## src/rtl/convstat_pkg.sv

```systemverilog
`timescale 1ns/1ps
package convstat_pkg;
    localparam int unsigned CH_N        = 2;
    localparam int unsigned WORD_W      = 16;
    localparam int unsigned BYTE_W      = 8;
    localparam int unsigned ADDR_W      = 4;
    localparam int unsigned OP_W        = 2;
    localparam int unsigned WORD_BYTES  = WORD_W / BYTE_W;
    localparam int unsigned WORDS_PER_CH = 3;
    localparam int unsigned REGS_PER_CH = WORDS_PER_CH * WORD_BYTES;
    localparam int unsigned A_STAT      = 0;
    localparam int unsigned A_MODE      = 1;
    localparam int unsigned A_DATA_BASE = 2;

    typedef enum logic [OP_W-1:0] {
        OP_IDLE = 2'b00,
        OP_CONV = 2'b01,
        OP_CAL  = 2'b10,
        OP_RSV  = 2'b11
    } op_e;

    typedef struct packed {
        logic [WORD_W-1:0] res;
        logic [WORD_W-1:0] off;
        logic [WORD_W-1:0] gain;
    } chan_regs_t;

    typedef struct packed {
        logic                           ext_ref;
        logic [CH_N-1:0][OP_W-1:0]      op;
    } mode_t;

    typedef struct packed {
        logic [CH_N-1:0] rdy;
        logic            cal;
        logic            noref;
        logic [CH_N-1:0] err;
    } stat_t;

    localparam int unsigned MODE_W = $bits(mode_t);
endpackage

```

## src/rtl/conv_chan_regs.sv

```systemverilog
`timescale 1ns/1ps
module conv_chan_regs
    import convstat_pkg::*;
(
    input  logic              clk,
    input  logic              rst_n,
    input  logic              done,
    input  logic              is_cal,
    input  logic              ovr,
    input  logic              unr,
    input  logic              fault,
    input  logic              force_ones,
    input  logic              inhibit,
    input  logic [WORD_W-1:0] result_in,
    input  logic [WORD_W-1:0] offset_in,
    input  logic [WORD_W-1:0] gain_in,
    output logic              acc_conv,
    output logic              acc_cal,
    output logic              err_hit,
    output chan_regs_t        regs_q
);
    chan_regs_t regs_d;
    logic       accept;

    always_comb begin
        regs_d   = regs_q;
        err_hit  = 1'b0;
        accept   = done && !inhibit;
        acc_conv = accept && !is_cal;
        acc_cal  = accept && is_cal;
        if (acc_conv) begin
            if (force_ones || ovr) begin
                regs_d.res = '1;
                err_hit    = 1'b1;
            end else if (unr) begin
                regs_d.res = '0;
                err_hit    = 1'b1;
            end else begin
                regs_d.res = result_in;
            end
        end
        if (acc_cal) begin
            if (fault) begin
                err_hit = 1'b1;
            end else begin
                regs_d.off  = offset_in;
                regs_d.gain = gain_in;
            end
        end
    end

    always_ff @(posedge clk or negedge rst_n) begin
        if (!rst_n) regs_q <= '0;
        else        regs_q <= regs_d;
    end
endmodule

```

## src/rtl/conv_read_mux.sv

```systemverilog
`timescale 1ns/1ps
module conv_read_mux
    import convstat_pkg::*;
(
    input  logic [ADDR_W-1:0]      addr,
    input  logic [BYTE_W-1:0]      stat_byte,
    input  logic [BYTE_W-1:0]      mode_byte,
    input  chan_regs_t [CH_N-1:0]  chan,
    output logic [BYTE_W-1:0]      rdata
);
    function automatic logic [WORD_W-1:0] pick_word(chan_regs_t r, int unsigned w);
        case (w)
            0:       return r.res;
            1:       return r.off;
            default: return r.gain;
        endcase
    endfunction

    always_comb begin
        rdata = '0;
        if (addr == ADDR_W'(A_STAT)) rdata = stat_byte;
        if (addr == ADDR_W'(A_MODE)) rdata = mode_byte;
        for (int c = 0; c < CH_N; c++) begin
            for (int w = 0; w < WORDS_PER_CH; w++) begin
                for (int b = 0; b < WORD_BYTES; b++) begin
                    if (addr == ADDR_W'(A_DATA_BASE + c*REGS_PER_CH + w*WORD_BYTES + b))
                        rdata = pick_word(chan[c], w)[b*BYTE_W +: BYTE_W];
                end
            end
        end
    end
endmodule

```

## src/rtl/conv_status_regs.sv

```systemverilog
`timescale 1ns/1ps
module conv_status_regs
    import convstat_pkg::*;
(
    input  logic                     clk,
    input  logic                     rst_n,
    input  logic [ADDR_W-1:0]        bus_addr,
    input  logic                     bus_wr,
    input  logic [BYTE_W-1:0]        bus_wdata,
    output logic [BYTE_W-1:0]        bus_rdata,
    input  logic [CH_N-1:0]          core_done,
    input  logic [CH_N-1:0]          core_is_cal,
    input  logic [CH_N-1:0]          core_ovr,
    input  logic [CH_N-1:0]          core_unr,
    input  logic [CH_N-1:0]          core_cal_fault,
    input  logic [CH_N*WORD_W-1:0]   core_result,
    input  logic [CH_N*WORD_W-1:0]   core_offset,
    input  logic [CH_N*WORD_W-1:0]   core_gain,
    input  logic                     ref_missing
);
    typedef struct packed {
        stat_t stat;
        mode_t mode;
    } ctl_t;

    ctl_t                  q, d;
    logic                  wr_stat, wr_mode;
    logic [CH_N-1:0]       start, active, force_ones;
    logic [CH_N-1:0]       acc_conv, acc_cal, err_hit;
    chan_regs_t [CH_N-1:0] chan_q;
    logic [CH_N*WORD_W-1:0] res_flat;
    logic [BYTE_W-1:0]     stat_byte, mode_byte;

    always_comb begin
        wr_stat = bus_wr && (bus_addr == ADDR_W'(A_STAT));
        wr_mode = bus_wr && (bus_addr == ADDR_W'(A_MODE));
        for (int c = 0; c < CH_N; c++) begin
            start[c] = wr_mode &&
                       ((bus_wdata[c*OP_W +: OP_W] == OP_CONV) ||
                        (bus_wdata[c*OP_W +: OP_W] == OP_CAL));
            active[c]     = (q.mode.op[c] != OP_IDLE);
            force_ones[c] = q.stat.noref && q.mode.ext_ref && active[c];
        end

        d = q;
        // software and indirect clears first
        for (int c = 0; c < CH_N; c++) begin
            if (wr_stat && !bus_wdata[BYTE_W-1-c]) d.stat.rdy[c] = 1'b0;
            if (start[c]) begin
                d.stat.rdy[c] = 1'b0;
                d.stat.err[c] = 1'b0;
            end
        end
        if (|start) d.stat.cal = 1'b0;
        // hardware sets override clears in the same cycle
        for (int c = 0; c < CH_N; c++) begin
            if (acc_conv[c] || acc_cal[c]) d.stat.rdy[c] = 1'b1;
            if (err_hit[c])                d.stat.err[c] = 1'b1;
            if (acc_cal[c])                d.stat.cal    = 1'b1;
        end
        d.stat.noref = ref_missing && (|active);
        if (wr_mode) d.mode = mode_t'(bus_wdata[MODE_W-1:0]);

        stat_byte = {q.stat.rdy[0], q.stat.rdy[1], q.stat.cal, q.stat.noref,
                     q.stat.err[0], q.stat.err[1], 2'b00};
        mode_byte = BYTE_W'(q.mode);
    end

    always_ff @(posedge clk or negedge rst_n) begin
        if (!rst_n) q <= '0;
        else        q <= d;
    end

    for (genvar c = 0; c < CH_N; c++) begin : g_ch
        conv_chan_regs u_ch (
            .clk        (clk),
            .rst_n      (rst_n),
            .done       (core_done[c]),
            .is_cal     (core_is_cal[c]),
            .ovr        (core_ovr[c]),
            .unr        (core_unr[c]),
            .fault      (core_cal_fault[c]),
            .force_ones (force_ones[c]),
            .inhibit    (q.stat.rdy[c]),
            .result_in  (core_result[c*WORD_W +: WORD_W]),
            .offset_in  (core_offset[c*WORD_W +: WORD_W]),
            .gain_in    (core_gain[c*WORD_W +: WORD_W]),
            .acc_conv   (acc_conv[c]),
            .acc_cal    (acc_cal[c]),
            .err_hit    (err_hit[c]),
            .regs_q     (chan_q[c])
        );
        assign res_flat[c*WORD_W +: WORD_W] = chan_q[c].res;
    end

    conv_read_mux u_rd (
        .addr      (bus_addr),
        .stat_byte (stat_byte),
        .mode_byte (mode_byte),
        .chan      (chan_q),
        .rdata     (bus_rdata)
    );
endmodule

```

## config.mk

```make
export PLATFORM = sky130hd
export DESIGN_NAME = conv_status_regs
export DESIGN_NICKNAME = d
export VERILOG_FILES = /design/src/rtl/convstat_pkg.sv /design/src/rtl/conv_chan_regs.sv /design/src/rtl/conv_read_mux.sv /design/src/rtl/conv_status_regs.sv
export SDC_FILE = /design/constraint.sdc
export NUM_CORES = 1
export LEC_CHECK = 0
export BUFFER_PORTS_ARGS = -buffer_cell sky130_fd_sc_hd__buf_2
export CAP_MARGIN = 15
export CELL_PAD_IN_SITES_DETAIL_PLACEMENT = 1
export CELL_PAD_IN_SITES_GLOBAL_PLACEMENT = 1
export CORE_ASPECT_RATIO = 1.75
export CORE_MARGIN = 10
export CORE_UTILIZATION = 44
export CTS_BUF_LIST = sky130_fd_sc_hd__clkbuf_4 sky130_fd_sc_hd__clkbuf_8
export DETAILED_ROUTE_END_ITERATION = 16
export GPL_ROUTABILITY_DRIVEN = 1
export PLACE_DENSITY_LB_ADDON = 0.1
export REMOVE_ABC_BUFFERS = 1
export SLEW_MARGIN = 30
export SYNTH_ARGS = -nofsm -noshare
export SYNTH_HDL_FRONTEND = slang
export SYNTH_HIERARCHICAL = 1
export SYNTH_SLANG_ARGS = --single-unit
```

## constraint.sdc

```tcl
create_clock -name clk -period 1.9 [get_ports clk]
set_input_delay 0.285 -clock clk [delete_from_list [all_inputs] [get_ports clk]]
set_output_delay 0.285 -clock clk [all_outputs]
set_load 0.01 [all_outputs]
```

==> results.json, run 1 <==
{
  "dieArea_um2": 18600,
  "clock-sinks": 107,
  "layout_setup_ws_ns": -0.236,
  "via_per_inst": 5.44,
  "relSlewSlack": 0.637,
  "post-route-drc-count": 0,
  "cp_common_cell": "buf_2",
  "coreArea_um2": 13000,
  "ys_seq_area_frac": 0.455,
  "grt_pass1_wl_um": 30000,
  "ios": 130,
  "period_share": 1.12,
  "cp_slowest_cell": "a222oi_1",
  "synthFlopType": "dfrtp_1",
  "arrival_ns": 1.85,
  "fin_crit_ns": 2.14,
  "hold_viol": 0,
  "ant_nets": 0,
  "grt_remaining_overflow": 0,
  "gp_congestion": 0.901,
  "cts_buffer_depth": 2,
  "grt_pass1_vias": 5462,
  "required_ns": 1.62,
  "wl_um": 19300,
  "wire_per_inst_um": 22.2,
  "status": "complete, but fails checks",
  "start_kind": "input port",
  "clkTransAtPathRegs_ns": 0.11,
  "first_pass_iters": 5,
  "failed_checks": "setup timing",
  "vias": 4734,
  "finalMaxSlewViolations": 0,
  "tightest_slew_ns": 0.544,
  "critPathBufInv": 3,
  "drt-initial-drc-count": 146,
  "die_h_um": 173,
  "antenna_found_initial": 1,
  "htreeDepth": 3,
  "clk_latency_ns": 0.39,
  "nets": 816,
  "yosys_warnings": 6,
  "yosysUniqueCellTypes": 53,
  "grt.total_usage": 0.204,
  "p_per_area_nw_per_um2": 1190,
  "holdCritPathClass": "in -> reg",
  "synth_edf_count": 0,
  "fillCellCount": 1448,
  "async_flop_share": 1.00,
  "p_total_w": 0.00895,
  "initial_core_util": 0.452,
  "crit_fanout": 6,
  "cts_root_buf": "clkbuf_8",
  "fmax_mhz": 468,
  "synth_area_per_cell_um2": 11.5,
  "numCtsBuffers": 9,
  "clock_skew_ns": 0.0110,
  "drv_cap": 0,
  "pre_cts_ws_ns": -0.279,
  "synth_area_um2": 5880,
  "critical_path_class": "in -> out",
  "area_delta_synth_final_pct": 27.5,
  "crit_path_end_kind": "output pin",
  "crit_family": "compound AO/OA/AOI/OAI gates",
  "netlist_instances": 513,
  "row_count": 55,
  "layout-drive-gt1-share": 0.469,
  "setup-violations-final": 8,
  "fp.dieW_um": 107,
  "rsz0062_at_grt": "true",
  "grt_max_degree": 40,
  "ir_drop_v": 0.000498,
  "slowest_delay_ns": 0.46,
  "ys_ff_latch": 107,
  "cts_tree": "done",
  "hpwlAfterDp_um": 14600,
  "p_leak_nw": 3.49,
  "path_cells": "buf_2 -> buf_12 -> or3_4 -> o22ai_4 -> o22ai_1 -> a222oi_1 -> buf_2",
  "io_buffer_count": 128
}
-- per-stage QoR --
stage	instance area [um2]	instances	setup TNS [ns]	util	hold slack, ns
after floorplan	5610	480	-4.52	-	-0.0106
after global placement	7010	838	-1.38	0.539	0.300
after detailed placement	7010	838	-1.73	0.539	0.310
after CTS	7330	861	-1.24	0.564	0.0983
after global routing	7500	871	-1.80	0.577	0.0952
final	7500	871	-1.15	0.577	0.119
-- synth_stat cells (all sizes together), types with 2 or more instances --
| library cell | instances | area share |
|---|---|---|
| clkbuf | 13 | 0.0085 |
| and3 | 2 | 0.0021 |
| a222oi | 2 | 0.0034 |
| o32ai | 3 | 0.0045 |
| nor3b | 7 | 0.011 |
| a31oi | 4 | 0.0043 |
| and3b | 4 | 0.0064 |
| mux2i | 20 | 0.034 |
| buf | 24 | 0.041 |
| dfrtp | 107 | 0.46 |
| nand2 | 15 | 0.011 |
| mux2 | 76 | 0.19 |
| nor3 | 8 | 0.0068 |
| a21boi | 3 | 0.0038 |
| nor2b | 12 | 0.015 |
| a2bb2oi | 3 | 0.0045 |
| a221oi | 5 | 0.0074 |
| mux4 | 3 | 0.011 |
| o21ai | 22 | 0.019 |
| a21oi | 71 | 0.060 |
| a32oi | 2 | 0.0030 |
| o21a | 2 | 0.0026 |
| a22o | 2 | 0.0030 |
| a221o | 4 | 0.0068 |
| nand2b | 6 | 0.0064 |
| o211ai | 4 | 0.0051 |
| or2 | 3 | 0.0032 |
| nor2 | 50 | 0.032 |
| o22a | 2 | 0.0030 |
| xnor2 | 2 | 0.0030 |
| inv | 8 | 0.0051 |
| o22ai | 8 | 0.0085 |
| o31ai | 2 | 0.0026 |
| nand3 | 4 | 0.0034 |
-- layout make-up --
class | instances | area [um2] | share of cell area
diodes | 1 | 2.50 | 0.000334
clock buffers | 10 | 138 | 0.0184
clock inverters | 6 | 70.1 | 0.00934
inverters | 8 | 30.0 | 0.00400
multi-input cells | 365 | 3030 | 0.404
flip-flops and latches | 107 | 2680 | 0.357
well taps | 171 | 214 | 0.0285
repair buffers | 203 | 1340 | 0.178
-- state kept, by name (all words and copies together) (netlist names) --
register and cells:
mode_byte 5, q 6, g_ch.u_ch/regs_q 96
-- cells by family (layout without fill, tap and decap cells) --
family | Yosys count | after routing | share of synthesized area
AOI/OAI and AO/OA | 143 | 143 | 0.147
xor gates and xnor gates | 2 | 2 | 0.00298
buffers and inverters | 45 | 227 | 0.0544
DFF | 107 | 107 | 0.455
muxes | 99 | 99 | 0.232
other | 1 | 6 | 0.000637
and+or+nand+nor | 116 | 116 | 0.107
-- power by group --
group          switching (W)  internal (W)  total, W
clock               0.000851      0.000661   0.00151
combinational        0.00132       0.00199   0.00330
sequential          0.000780       0.00336   0.00414
-- metal layers --
metal	global-route usage	wire length, um	part of all wire
met3	0.0376	860	0.045
met5	0	0	0
met2	0.370	10700	0.55
met1	0.223	7230	0.37
met4	0.0884	580	0.030
-- placed cells by master, fill, tap and decap left out, drive strengths merged, types with 6 or more instances in the layout --
cell type  count
a21oi         71
buf          201
nor3           8
o22ai          8
dfrtp        107
clkbuf        11
nand2         15
mux2          76
o21ai         22
nor2b         12
inv           11
mux2i         20
nand2b         6
nor2          50
nor3b          7
-- final timing paths --
path	startpoint	to	slack (ns)	cells after the start
min in group asynchronous	rst_n	g_ch[1].u_ch/regs_q[32]	0.43	2
hold reg to reg	g_ch[1].u_ch/regs_q[8]	g_ch[1].u_ch/regs_q[8]	0.52	1
hold / removal	core_gain[22]	g_ch[1].u_ch/regs_q[6]	0.12	2
max in group asynchronous	rst_n	g_ch[0].u_ch/regs_q[3]	0.88	3
setup reg to reg	q[10]	g_ch[1].u_ch/regs_q[14]	0.05	5
setup / recovery	bus_addr[3]	bus_rdata[3]	-0.24	7
-- what timing repair did --
action / in CTS / in global routing
cloned: 0 / 1
setup buffers: 6 / 8
resized for setup: 18 / 17
pin swaps: 9 / 4
hold endpoints to repair: 36 / 0
hold buffers: 1 / 0
endpoints found under the setup margin: 8 / 19
Power figures use the tool's default switching activity.
==> run 2: changes to the inputs <==
Settings changed: CORE_UTILIZATION 44 to 43, SYNTH_HIERARCHICAL 1 to unset.
==> run 2 against run 1 <==
  * The flow still finishes with violations (setup timing)
  * Combinational power fell by 25%
  * Synthesized cell count fell by 1.2%
  * Clock-buffer cell count rose by 1
  * Global-route usage fell by 0.11 points
  * Fmax barely moved
  * Flip-flop and latch count did not move
  * Critical path depth fell by 1
  * Final area fell by 6.7%
  * Via count fell by 2.1%
  * Wire length fell by 7.9%
  * Clock power barely moved
  * Critical endpoint is now bus_rdata[6]
==> results.json, run 2 <==
{
  "status": "complete, but fails checks",
  "failed_checks": "setup timing",
  "start_kind": "flop",
  "p_per_area_nw_per_um2": 1150,
  "rrSetupSlack_ns": 0.19,
  "netlist_instances": 507,
  "htreeDepth": 3,
  "layout-drive-gt1-share": 0.448,
  "hpwlAfterDp_um": 13600,
  "area_delta_synth_final_pct": 31.6,
  "grt.busiest_layer": "met2",
  "crit_path_end_kind": "output pin",
  "antenna_found_initial": 0,
  "rsz0062_at_grt": "true",
  "top_register": "g_ch.u_ch.regs_q",
  "hold_viol": 0,
  "cts_root_buf": "clkbuf_8",
  "post-route-drc-count": 0,
  "initial_core_util": 0.441,
  "yosys-top-cells-area": "dfrtp_1 (50%), mux2_2 (11%), a21oi_1 (8.2%), mux2_1 (4.4%), nor2_1 (3.3%)",
  "p_total_w": 0.00805,
  "internal_power_w": 0.00535,
  "holdWs_ns": 0.115,
  "finalMaxSlewViolations": 0,
  "synth_area_um2": 5320,
  "period_share": 1.12,
  "fillCellCount": 1373,
  "final_common_cell": "buf_2",
  "wire_per_inst_um": 21.1,
  "yosysTopAreaCell": "dfrtp_1",
  "ant_nets": 0,
  "gp_congestion": 0.879,
  "p_leak_nw": 3.12,
  "first_pass_iters": 4,
  "clock-sinks": 107,
  "via_per_inst": 5.50,
  "synth_area_per_cell_um2": 10.5,
  "fp.dieW_um": 104,
  "yosysUniqueCellTypes": 51,
  "setup-violations-final": 8,
  "vias": 4636,
  "coreArea_um2": 12100,
  "combPwrFrac": 0.305,
  "ios": 130,
  "ys_ff_latch": 107,
  "ys_seq_area_frac": 0.504,
  "grt.total_usage": 0.203,
  "grt_pass1_wl_um": 28600,
  "arrival_ns": 1.85,
  "cts_buffer_depth": 2,
  "required_ns": 1.62,
  "nets": 795,
  "synth_edf_count": 0,
  "yosys.area.top_type_share": 0.504,
  "num_antenna_cells": 0,
  "clock_power_share": 0.189,
  "layout_setup_ws_ns": -0.236,
  "synth_common_cells": "dfrtp_1 (107), a21oi_1 (87), mux2_2 (52)",
  "grt_remaining_overflow": 0,
  "cp_slowest_cell": "dfrtp_1",
  "cts_tree": "done",
  "async_flop_share": 1.00,
  "path_cells": "a22oi_2 -> o22ai_1 -> a22oi_1 -> nor3_1 -> a221o_1 -> buf_2",
  "swShare": 0.335,
  "numCtsBuffers": 9,
  "io_buffer_count": 128,
  "fmax_mhz": 468,
  "tightest_slew_ns": 0.622,
  "grt_max_degree": 42,
  "yosys_warnings": 0,
  "die_h_um": 167,
  "drv_cap": 0,
  "drt-initial-drc-count": 154,
  "fin_crit_ns": 2.14,
  "holdCritPathClass": "in -> reg",
  "clkTransAtPathRegs_ns": 0.11,
  "synthFlopType": "dfrtp_1",
  "final_cell_mix": "buf_2 (121), dfrtp_1 (107), a21oi_1 (79)",
  "critical_path_class": "reg -> out",
  "ir_drop_v": 0.000574,
  "use_met2": 0.371,
  "dieArea_um2": 17400,
  "clk_latency_ns": 0.38,
  "wl_um": 17800,
  "grt_pass1_vias": 5353,
  "yosysMostFrequentCell": "dfrtp_1",
  "use_met1": 0.227,
  "clock_skew_ns": 0.0111,
  "seq_power_share": 0.506,
  "crit_fanout": 2,
  "slowest_delay_ns": 0.45,
  "relSlewSlack": 0.584,
  "grt.met3_usage": 0.0365,
  "largest_reg_flops": 96,
  "row_count": 53,
  "power_switching_w": 0.00270
}
-- run 2: path summary, 6_finish.rpt --
kind,to,start,depth (start not counted)
setup / recovery,bus_rdata[6],g_ch[0].u_ch.regs_q[38],6
hold / removal,g_ch[1].u_ch.regs_q[29],core_offset[29],2
setup reg to reg,g_ch[0].u_ch.regs_q[0],q[9],5
hold reg to reg,g_ch[1].u_ch.regs_q[19],g_ch[1].u_ch.regs_q[19],1
max in group asynchronous,g_ch[0].u_ch.regs_q[37],rst_n,3
min in group asynchronous,g_ch[1].u_ch.regs_q[13],rst_n,2
-- run 2: logic make-up (layout without fill, tap and decap cells) --
group,Yosys count,count (layout),synth area share
AOI/OAI and AO/OA,157,157,0.178
xor gates and xnor gates,2,2,0.00329
buffers and inverters,42,213,0.0391
DFF,107,107,0.504
muxes,81,81,0.172
and+or+nand+nor,118,118,0.104
-- run 2: repair_timing --
action                                  4_1_cts  5_1_grt
hold buffers                                  1        0
hold endpoints to repair                     31        0
endpoints found under the setup margin        8        8
setup buffers                                 2        0
resized for setup                            41       18
pin swaps                                    18       10
-- run 2: per-layer routing --
metal / wire length [um] / share of wire / up-vias
li1: - / - / 2174
met1: 7110 / 0.40 / 2314
met2: 9520 / 0.54 / 116
met3: 656 / 0.037 / 32
met4: 504 / 0.028 / 0
met5: 0 / 0 / -
-- run 2: worst max-delay path, delay by kind of cell (launching register included) --
kind	cells	cell delay, ns
AOI/OAI and AO/OA	4	0.80
and+or+nand+nor	1	0.09
DFF	1	0.45
buffers and inverters	1	0.14
-- run 2: area by class of cell --
type / count / area [um2] / share of cell area
timing repair buffer: 189 / 1220 / 0.174
clock inverter: 5 / 70.1 / 0.0100
tap: 165 / 206 / 0.0295
inverter: 8 / 32.5 / 0.00465
sequential: 107 / 2680 / 0.383
multi-input combinational: 358 / 2650 / 0.378
clock buffer: 11 / 145 / 0.0207
-- run 2: metrics by stage --
stage | instance area [um2] | setup WS, ns | instances | utilization | setup TNS, ns
4_1_cts | 6930 | -0.253 | 843 | 0.574 | -1.24
3_5_place_dp | 6510 | -0.472 | 824 | 0.539 | -2.16
2_1_floorplan | 5140 | -0.661 | 473 | - | -44.09
3_3_place_gp | 6510 | -0.420 | 824 | 0.539 | -2.00
6_report | 7000 | -0.236 | 843 | 0.580 | -1.15
5_1_grt | 7000 | -0.337 | 843 | 0.580 | -1.70
-- run 2: power by group through the flow --
| stage | Sequential [W] | Clock, W | Combinational (W) |
|---|---|---|---|
| global placement | 0.00402 | 0 | 0.00217 |
| finish | 0.00407 | 0.00152 | 0.00246 |
| detailed placement | 0.00407 | 0 | 0.00229 |
| global route | 0.00421 | 0.00165 | 0.00272 |
| CTS | 0.00406 | 0.00155 | 0.00243 |
| floorplan | 0.00376 | 0 | 0.00152 |
